**src/rtl/rfl_pkg.sv**
```systemverilog
package rfl_pkg;

  typedef enum logic [2:0] {
    ST_IDLE,
    ST_LOOKUP,
    ST_SEND,
    ST_ACCESS,
    ST_XFER,
    ST_UPDATE,
    ST_RESP
  } rfl_state_e;

  // Total refill stall: address cycle plus access and transfer per word
  function automatic int refill_penalty(input int words, input int access_cyc);
    return 1 + words * (access_cyc + 1);
  endfunction

endpackage

```
**src/rtl/rfl_line_store.sv**
```systemverilog
module rfl_line_store #(
  parameter int IDX_W     = 4,
  parameter int TAG_W     = 10,
  parameter int WORD_W    = 32,
  parameter int BLK_WORDS = 4
) (
  input  logic                                clk,
  input  logic                                rst_n,
  input  logic [IDX_W-1:0]                    slot_idx,
  output logic                                rd_valid,
  output logic [TAG_W-1:0]                    rd_tag,
  output logic [BLK_WORDS-1:0][WORD_W-1:0]    rd_line,
  input  logic                                inv_en,
  input  logic                                wr_en,
  input  logic [$clog2(BLK_WORDS)-1:0]        wr_off,
  input  logic [WORD_W-1:0]                   wr_data,
  input  logic                                fill_en,
  input  logic [TAG_W-1:0]                    fill_tag
);
  localparam int SLOTS = 1 << IDX_W;

  logic [SLOTS-1:0]                 valid_q;
  logic [TAG_W-1:0]                 tag_q  [SLOTS];
  logic [BLK_WORDS-1:0][WORD_W-1:0] data_q [SLOTS];

  // Presence bits: cleared at reset and when a refill starts in the slot
  for (genvar s = 0; s < SLOTS; s++) begin : g_slot_valid
    always_ff @(posedge clk or negedge rst_n) begin
      if (!rst_n) begin
        valid_q[s] <= 1'b0;
      end else if (slot_idx == IDX_W'(s)) begin
        if (inv_en)       valid_q[s] <= 1'b0;
        else if (fill_en) valid_q[s] <= 1'b1;
      end
    end
  end

  // Tag and data storage carries no reset; presence bits guard it
  always_ff @(posedge clk) begin
    if (fill_en) tag_q[slot_idx] <= fill_tag;
    if (wr_en)   data_q[slot_idx][wr_off] <= wr_data;
  end

  assign rd_valid = valid_q[slot_idx];
  assign rd_tag   = tag_q[slot_idx];
  assign rd_line  = data_q[slot_idx];

endmodule

```
**src/rtl/rfl_word_sel.sv**
```systemverilog
module rfl_word_sel #(
  parameter int WORD_W    = 32,
  parameter int BLK_WORDS = 4
) (
  input  logic [BLK_WORDS-1:0][WORD_W-1:0] line,
  input  logic [$clog2(BLK_WORDS)-1:0]     off,
  output logic [WORD_W-1:0]                word
);
  localparam int OFF_W = $clog2(BLK_WORDS);

  logic [BLK_WORDS-1:0][WORD_W-1:0] gated;

  // AND-OR multiplexer, one leg per word of the line
  for (genvar w = 0; w < BLK_WORDS; w++) begin : g_leg
    assign gated[w] = (off == OFF_W'(w)) ? line[w] : '0;
  end

  always_comb begin
    word = '0;
    for (int w = 0; w < BLK_WORDS; w++) word = word | gated[w];
  end

endmodule

```
**src/rtl/rfl_fsm.sv**
```systemverilog
module rfl_fsm
  import rfl_pkg::*;
#(
  parameter int BLK_WORDS  = 4,
  parameter int ACCESS_CYC = 15,
  parameter int STALL_W    = 8
) (
  input  logic                         clk,
  input  logic                         rst_n,
  input  logic                         req_valid,
  input  logic                         lookup_hit,
  input  logic                         rsp_ready,
  output logic                         req_ready,
  output logic                         accept,
  output logic                         load_rsp,
  output logic                         rsp_valid,
  output logic                         first_try,
  output logic                         inv_en,
  output logic                         wr_en,
  output logic                         fill_en,
  output logic [$clog2(BLK_WORDS)-1:0] word_idx,
  output logic                         mem_addr_valid,
  output logic                         mem_take,
  output logic                         refill_done,
  output logic [STALL_W-1:0]           stall_count
);
  localparam int OFF_W = $clog2(BLK_WORDS);
  localparam int ACC_W = $clog2(ACCESS_CYC + 1);

  rfl_state_e         state_q, state_d;
  logic [ACC_W-1:0]   acc_q;
  logic [OFF_W-1:0]   widx_q;
  logic [STALL_W-1:0] stall_q;
  logic               first_q;

  wire last_access = (acc_q == ACC_W'(ACCESS_CYC - 1));
  wire last_word   = (widx_q == OFF_W'(BLK_WORDS - 1));
  wire in_refill   = (state_q == ST_SEND) || (state_q == ST_ACCESS) || (state_q == ST_XFER);

  always_comb begin
    state_d = state_q;
    unique case (state_q)
      ST_IDLE:   if (req_valid) state_d = ST_LOOKUP;
      ST_LOOKUP: state_d = lookup_hit ? ST_RESP : ST_SEND;
      ST_SEND:   state_d = ST_ACCESS;
      ST_ACCESS: if (last_access) state_d = ST_XFER;
      ST_XFER:   state_d = last_word ? ST_UPDATE : ST_ACCESS;
      ST_UPDATE: state_d = ST_LOOKUP;
      ST_RESP:   if (rsp_ready) state_d = ST_IDLE;
      default:   state_d = ST_IDLE;
    endcase
  end

  always_ff @(posedge clk or negedge rst_n) begin
    if (!rst_n) begin
      state_q <= ST_IDLE;
      acc_q   <= '0;
      widx_q  <= '0;
      stall_q <= '0;
      first_q <= 1'b0;
    end else begin
      state_q <= state_d;
      if (state_q == ST_IDLE && req_valid) first_q <= 1'b1;
      if (state_q == ST_LOOKUP && !lookup_hit) begin
        first_q <= 1'b0;
        stall_q <= '0;
        widx_q  <= '0;
      end
      if (in_refill) stall_q <= stall_q + 1'b1;
      if (state_q == ST_SEND) acc_q <= '0;
      if (state_q == ST_ACCESS) acc_q <= acc_q + 1'b1;
      if (state_q == ST_XFER) begin
        acc_q <= '0;
        if (!last_word) widx_q <= widx_q + 1'b1;
      end
    end
  end

  assign req_ready      = (state_q == ST_IDLE);
  assign accept         = (state_q == ST_IDLE) && req_valid;
  assign load_rsp       = (state_q == ST_LOOKUP) && lookup_hit;
  assign rsp_valid      = (state_q == ST_RESP);
  assign first_try      = first_q;
  assign inv_en         = (state_q == ST_LOOKUP) && !lookup_hit;
  assign wr_en          = (state_q == ST_XFER);
  assign fill_en        = (state_q == ST_UPDATE);
  assign word_idx       = widx_q;
  assign mem_addr_valid = (state_q == ST_SEND);
  assign mem_take       = (state_q == ST_XFER);
  assign refill_done    = (state_q == ST_UPDATE);
  assign stall_count    = stall_q;

endmodule

```
**src/rtl/blk_refill_ctrl.sv**
```systemverilog
module blk_refill_ctrl #(
  parameter int ADDR_W     = 16,
  parameter int WORD_W     = 32,
  parameter int IDX_W      = 4,
  parameter int BLK_WORDS  = 4,
  parameter int ACCESS_CYC = 15,
  parameter int STALL_W    = 8
) (
  input  logic              clk,
  input  logic              rst_n,
  input  logic              req_valid,
  output logic              req_ready,
  input  logic [ADDR_W-1:0] req_addr,
  output logic              rsp_valid,
  input  logic              rsp_ready,
  output logic [WORD_W-1:0] rsp_data,
  output logic              rsp_hit,
  output logic              mem_addr_valid,
  output logic [ADDR_W-1:0] mem_addr,
  output logic              mem_take,
  input  logic [WORD_W-1:0] mem_rdata,
  output logic              refill_done,
  output logic [STALL_W-1:0] stall_count
);
  localparam int OFF_W = $clog2(BLK_WORDS);
  localparam int TAG_W = ADDR_W - IDX_W - OFF_W;

  logic [ADDR_W-1:0] addr_q;
  logic [WORD_W-1:0] rsp_q;

  wire [OFF_W-1:0] a_off = addr_q[OFF_W-1:0];
  wire [IDX_W-1:0] a_idx = addr_q[OFF_W +: IDX_W];
  wire [TAG_W-1:0] a_tag = addr_q[ADDR_W-1 -: TAG_W];

  logic                             accept, load_rsp, inv_en, wr_en, fill_en;
  logic                             rd_valid, lookup_hit;
  logic [TAG_W-1:0]                 rd_tag;
  logic [BLK_WORDS-1:0][WORD_W-1:0] rd_line;
  logic [WORD_W-1:0]                sel_word;
  logic [OFF_W-1:0]                 word_idx;

  assign lookup_hit = rd_valid && (rd_tag == a_tag);

  rfl_fsm #(
    .BLK_WORDS (BLK_WORDS),
    .ACCESS_CYC(ACCESS_CYC),
    .STALL_W   (STALL_W)
  ) u_fsm (
    .clk           (clk),
    .rst_n         (rst_n),
    .req_valid     (req_valid),
    .lookup_hit    (lookup_hit),
    .rsp_ready     (rsp_ready),
    .req_ready     (req_ready),
    .accept        (accept),
    .load_rsp      (load_rsp),
    .rsp_valid     (rsp_valid),
    .first_try     (rsp_hit),
    .inv_en        (inv_en),
    .wr_en         (wr_en),
    .fill_en       (fill_en),
    .word_idx      (word_idx),
    .mem_addr_valid(mem_addr_valid),
    .mem_take      (mem_take),
    .refill_done   (refill_done),
    .stall_count   (stall_count)
  );

  rfl_line_store #(
    .IDX_W    (IDX_W),
    .TAG_W    (TAG_W),
    .WORD_W   (WORD_W),
    .BLK_WORDS(BLK_WORDS)
  ) u_store (
    .clk     (clk),
    .rst_n   (rst_n),
    .slot_idx(a_idx),
    .rd_valid(rd_valid),
    .rd_tag  (rd_tag),
    .rd_line (rd_line),
    .inv_en  (inv_en),
    .wr_en   (wr_en),
    .wr_off  (word_idx),
    .wr_data (mem_rdata),
    .fill_en (fill_en),
    .fill_tag(a_tag)
  );

  rfl_word_sel #(
    .WORD_W   (WORD_W),
    .BLK_WORDS(BLK_WORDS)
  ) u_sel (
    .line(rd_line),
    .off (a_off),
    .word(sel_word)
  );

  always_ff @(posedge clk or negedge rst_n) begin
    if (!rst_n) begin
      addr_q <= '0;
      rsp_q  <= '0;
    end else begin
      if (accept)   addr_q <= req_addr;
      if (load_rsp) rsp_q  <= sel_word;
    end
  end

  assign rsp_data = rsp_q;
  assign mem_addr = {a_tag, a_idx, word_idx};

endmodule

```
**config.mk**
```make
export PLATFORM = sky130hd
export DESIGN_NAME = blk_refill_ctrl
export DESIGN_NICKNAME = d
export VERILOG_FILES = /design/src/rtl/rfl_pkg.sv /design/src/rtl/rfl_line_store.sv /design/src/rtl/rfl_word_sel.sv /design/src/rtl/rfl_fsm.sv /design/src/rtl/blk_refill_ctrl.sv
export SDC_FILE = /design/constraint.sdc
export NUM_CORES = 2
export LEC_CHECK = 0
export ABC_CLOCK_PERIOD_IN_PS = 8189
export BUFFER_PORTS_ARGS = -buffer_cell sky130_fd_sc_hd__clkbuf_2
export CAP_MARGIN = 20
export CORE_MARGIN = 2
export CORE_UTILIZATION = 45
export CTS_CLUSTER_DIAMETER = 60
export DETAILED_ROUTE_END_ITERATION = 8
export SETUP_SLACK_MARGIN = 0.15
export SYNTH_ARGS = -nofsm -noshare
export SYNTH_HDL_FRONTEND = slang
export SYNTH_SLANG_ARGS = --single-unit
```
**constraint.sdc**
```tcl
create_clock -name clk -period 8.19 [get_ports clk]
set_clock_uncertainty 0.1 [all_clocks]
set_input_delay 0.4095 -clock clk [delete_from_list [all_inputs] [get_ports clk]]
set_output_delay 0.4095 -clock clk [all_outputs]
set_load 0.02 [all_outputs]
```
After elaboration in Yosys (flattened, before gate mapping):

Memory sizes are Yosys's and may differ from the RTL's.
Cells that the tools add are included.

* add/sub/neg operators: 3
* mux-type cells: 30
* equality and inequality tests: 30
* $lt $le $gt $ge: 3
* bitwise operators: 3
* reductions and logical operators: 32

Operator list (number)
* $mux W32: 5
* $mux W128: 1
* $or A32 B32 Y32: 3
* $demux W32 S2: 1
* $eq A4 B4 Y1 const B: 9
* $reduce_and A2 Y1: 16
* $pmux W3 S7: 1
* $eq A4 B3 Y1 const B: 4
* $mux W8: 2
* $mux W3: 5
* $mux W4: 3
* $eq A10 B10 Y1: 1
* $eq A3 B3 Y1 const B: 3
* $add A8 B1 Y8 const B: 1
* $eq A4 B2 Y1 const B: 2
* $mux W1: 8
* $eq A2 B2 Y1 const B: 3
* $eq A3 B2 Y1 const B: 2
* $mux W2: 3
* $reduce_bool A2 Y1: 3
* $logic_and A1 B1 Y1: 5
* $lt A4 B5 Y1 const B: 1
* $add A4 B1 Y4 const B: 1
* $bmux W1 S4: 1
* 15 further kinds: 17

* register bits after elaboration: 82
* logic and storage cells: 126
* memories: 2
* output and inout port bits: 62
* input port bits: 52
* bits in writable memories: 2208

Memory list
* u_store.data_q: depth 16, width 128, read ports 1, clocked after memory_dff 0, wr ports 1, line rfl_line_store.sv:24 `logic [BLK_WORDS-1:0][WORD_W-1:0] data_q [SLOTS];`
* u_store.tag_q: depth 16, width 10, read ports 1, clocked after memory_dff 0, wr ports 1, line rfl_line_store.sv:23 `logic [TAG_W-1:0] tag_q [SLOTS];`

Logic depth before layout (Yosys ltp):

* depth after elaboration: 8
* gate-level depth with buffers: 13
* depth with buffers taken out: 7

Hierarchy:

A second synthesis with hierarchy kept.

* cell total of the unflattened synthesis: 3814
* area total of the unflattened synthesis: 87581.5 um^2

Modules (own cells, without submodules)
* rfl_line_store: sequential area each 66704.0 um^2, area each 83413.8 um^2, cells an instance 3523, times used 1
* blk_refill_ctrl: sequential area each 1201.2 um^2, area each 2209.6 um^2, cells an instance 130, times used 1
* rfl_fsm: sequential area each 450.4 um^2, area each 1139.8 um^2, cells an instance 121, times used 1
* rfl_word_sel: sequential area each 0.0 um^2, area each 818.3 um^2, cells an instance 40, times used 1

Worst setup path after synthesis:

OpenSTA, ideal clock, no wires.

* path type: register to register
* from: register addr_q[4]
* to: memory u_store.data_q[5][0] (netlist bit), enable pin
* required time: 7.669 ns
* library setup time: 0.421 ns
* setup slack: 4.289 ns
* period minus slack after synthesis: 3.901 ns
* path buffers: 5
* cell stages (with the launch flop): 9
* arrival time: 3.380 ns
* cells stage by stage: dfrtp_1 > buf_2 > clkbuf_1 > nor2b_1 > clkbuf_1 > clkbuf_1 > clkbuf_1 > nand2_1 > nor2_1

RTL lines
* from (decl): line blk_refill_ctrl.sv:28 `logic [ADDR_W-1:0] addr_q;`
* from (signal assigned): line blk_refill_ctrl.sv:103 `if (accept) addr_q <= req_addr;`
* to (decl): line rfl_line_store.sv:24

Straight into the memory's write port.

Worst setup path in the final report:

* from: register addr_q[2]
* to: register rsp_q[2] (netlist: rsp_data[2])

* word-level cells in the longest chain between the ends: 5
* elaborated cells on any way between the ends: 14
* those cells by class: eq/ne: 1; mux: 6; bitwise: 3; reduce/logical: 2; memory: 2

Ends and longest elaborated chain
* $mem_v2 Z16 W128
* $mux W32: line rfl_word_sel.sv:15 `assign gated[w] = (off == OFF_W'(w)) ? line[w] : '0;`
* $or A32 B32 Y32 (3 in a row): line rfl_word_sel.sv:20 `for (int w = 0; w < BLK_WORDS; w++) word = word | gated[w];`
* to (signal assigned): line blk_refill_ctrl.sv:104 `if (load_rsp) rsp_q <= sel_word;`
* to (decl): line blk_refill_ctrl.sv:29 `logic [WORD_W-1:0] rsp_q;`

Parallel ways exist; a longest one is shown, timed or not. The select of a mux whose other input is x is not followed.
A chain may end at the register's enable or synchronous reset.

==> impl_metrics.ini <==
[clocking]
htree_levels = 4
clk_pin_slew_worst_paths_ns = 0.06
cts_made_buffers = 224
clk_latency_ns = 0.86
clock_path_buffers = 3
cts.sinks = 2290
root_buffer = clkbuf_16
cts_tree = built

[place]
portBuffers = 113
post-place-ws_ns = 3.14
dp_cells = 6414
place_hpwl_mm = 118
place_congestion = 0.775

[min_path]
hp-class = in2reg

[grt]
grt_pass1_wl_mm = 320
grt_max_degree = 100
grt.overflow.total = 0
first_global_vias = 42100
grt_use_total_pct = 23.1
grt_antenna_before_repair = 8

[synthesis]
ys_seq_area_share_pct = 78.2
netlist_area_um2 = 87500
synth_fp_nets = 3915
ys_ff_latch = 2290
synth_cells = 3856
syn_avg_cell_area_um2 = 22.7
synth_edf_count = 2208
synth-main-ff-cell = edfxtp_1
ys_async_sr_fraction_pct = 3.58
ys_warn_count = 0
yosysUniqueCellTypes = 58

[setup_path]
crit_buf_inv = 2
cp_top_family = buffers and inverters
critPathLaunchType = flip-flop
cp_slowest_cell = dfrtp_4
crit_fanout = 67
max_stage_delay_ns = 0.98
path_cells = buf_12 -> buf_4 -> mux4_2 -> a22oi_1 -> a21oi_1 -> nor2_1 -> o221ai_1 -> mux2_4
critical_path_class = reg2reg
cp.required_ns = 8.82
critical_path.endpoint_type = flip-flop
cp.arrival_ns = 5.57

[die]
fp.coreArea_um2 = 193000
placementRows = 161
die_area_um2 = 198000
die_w_um = 445
io_pins = 114
die_h_um = 445
floorplan.initialDensity_pct = 45.4

[sta]
slew_viol_final = 0
finalSetupTns_ns = 0
setup_violations = 0
fin_crit_sh_pct = 60.3
worstMarginPinSlew_ns = 1.23
hold_violations = 0
post-route-min-period_ns = 4.94
relSlewSlack_pct = 18.3
rsz0062_at_grt = false
hold_ws_ns = 0.105
setup_ws_ns = 3.25
max_freq_mhz = 203

[route]
totalWireLength_mm = 229
wire_per_inst_um = 33.4
dr.pass1.iters = 5
num_vias = 42400
viasPerCell = 6.18
postRouteAntennaNets = 0
drc = 0
drt_iter0_markers = 5603

[final_layout]
layout_common_cells = edfxtp_1 (2,208), mux4_2 (537), clkbuf_16 (225), buf_4 (150), a22oi_1 (138)
area_growth_pct = 13.4
fin_cells = 6857
nets = 4194
drive_gt1_share_pct = 29.2
final_common_cell = edfxtp_1

[status]
status = finished, final reports clean

[run]
cap_violations = 0

[power]
p_leak_nw = 30.3
design_power_total_w = 0.0230
powerDensity_nw_per_um2 = 232
ir_drop_v = 0.000191
==> worst paths after layout <==
kind                                      from                 endpoint  slack (ns)  depth (start not counted)
worst max-delay path                 addr_q[2]              rsp_data[2]        3.25                          8
worst min-delay path             mem_rdata[20]  u_store.data_q[11][116]        0.10                          2
worst max register to register       addr_q[2]              rsp_data[2]        3.25                          8
worst min register to register  u_fsm.acc_q[3]           u_fsm.acc_q[3]        0.39                          1
max in group asynchronous                rst_n                addr_q[3]        6.17                          3
min in group asynchronous                rst_n     u_fsm.stall_count[4]        0.12                          2
==> cell usage after synthesis (3+ instances only) <==
library cell / n / area [um2]
o21ai_0: 9 / 45.0
o21a_1: 4 / 30.0
inv_1: 10 / 37.5
a22o_1: 69 / 604
buf_2: 98 / 490
or2_2: 4 / 25.0
buf_6: 7 / 78.8
nand3_1: 9 / 45.0
mux4_2: 537 / 12100
dfrtp_1: 82 / 2050
buf_4: 20 / 150
o22ai_1: 3 / 18.8
edfxtp_1: 2208 / 66300
xor2_1: 5 / 43.8
a41oi_1: 16 / 140
and3_1: 7 / 43.8
mux2i_1: 52 / 521
clkbuf_1: 93 / 349
ha_1: 7 / 87.6
a22oi_1: 138 / 1040
o221ai_1: 33 / 289
nor3_1: 3 / 15.0
mux2_4: 30 / 450
nor2b_1: 6 / 37.5
nand2b_1: 7 / 43.8
nor2_1: 137 / 514
a21o_1: 3 / 22.5
a221oi_1: 68 / 596
buf_1: 16 / 60.1
a21oi_1: 79 / 395
buf_12: 5 / 100
nand2_1: 32 / 120
mux2_2: 17 / 191
xnor2_1: 11 / 96.3
and2_1: 4 / 25.0
==> cell families after synthesis <==
logic type,Yosys count,share of synthesized area (%)
DFF,2290,78.2
muxes,639,15.2
AOI/OAI and AO/OA,439,3.82
buffers and inverters,250,1.47
and+or+nand+nor,215,1.06
xor gates and xnor gates,16,0.160
adders and majority gates,7,0.100
==> flip-flops by register name, indices dropped and copies added (netlist names) <==
register and cells:
u_fsm.word_idx 2, u_store.tag_q 160, u_store.data_q 2048, u_fsm.state_q 3, u_fsm.stall_count 8, u_fsm.acc_q 4
addr_q 16, u_store.valid_q 16, rsp_data 32, u_fsm.first_try 1
==> repair_timing <==
action	CTS	global route
hold endpoints to repair	55	0
gates resized for setup	0	0
buffers inserted	0	0
hold buffers	20	0
==> area by class of cell <==
cell class / instances / area (um2)
repair buffers: 293 / 2110
diodes: 1 / 2.50
fillers: 14900 / 93600
inverters: 10 / 37.5
clock buffers: 299 / 6010
multi-input cells: 1316 / 18400
clock inverters: 122 / 1070
flip-flops and latches: 2290 / 68400
well taps: 2526 / 3160
==> stage by stage <==
step | cell area (um2) | utilization (%)
2_1_floorplan | 87500 | -
3_3_place_gp | 91900 | 47.6
3_5_place_dp | 91900 | 47.7
4_1_cts | 99100 | 51.4
5_1_grt | 99200 | 51.4
6_report | 99200 | 51.4
==> power breakdown <==
group	total (W)	internal [W]	switching [W]
logic	0.000229	0.0000249	0.000204
clock network	0.00994	0.00557	0.00438
registers	0.0128	0.0128	0
total	0.0230	0.0184	0.00458
==> layer usage <==
metal / part of all wire [%] / GRT usage [%] / vias up / routed length, um
met5: 0.0057 / 0 / - / 13
met4: 2.6 / 6.62 / 2 / 6000
met3: 8.5 / 4.53 / 289 / 19300
met2: 47 / 36.0 / 1873 / 109000
met1: 41 / 33.3 / 23100 / 94800
li1: - / - / 17100 / -
Note: power is estimated with default switching activity, not from simulation.
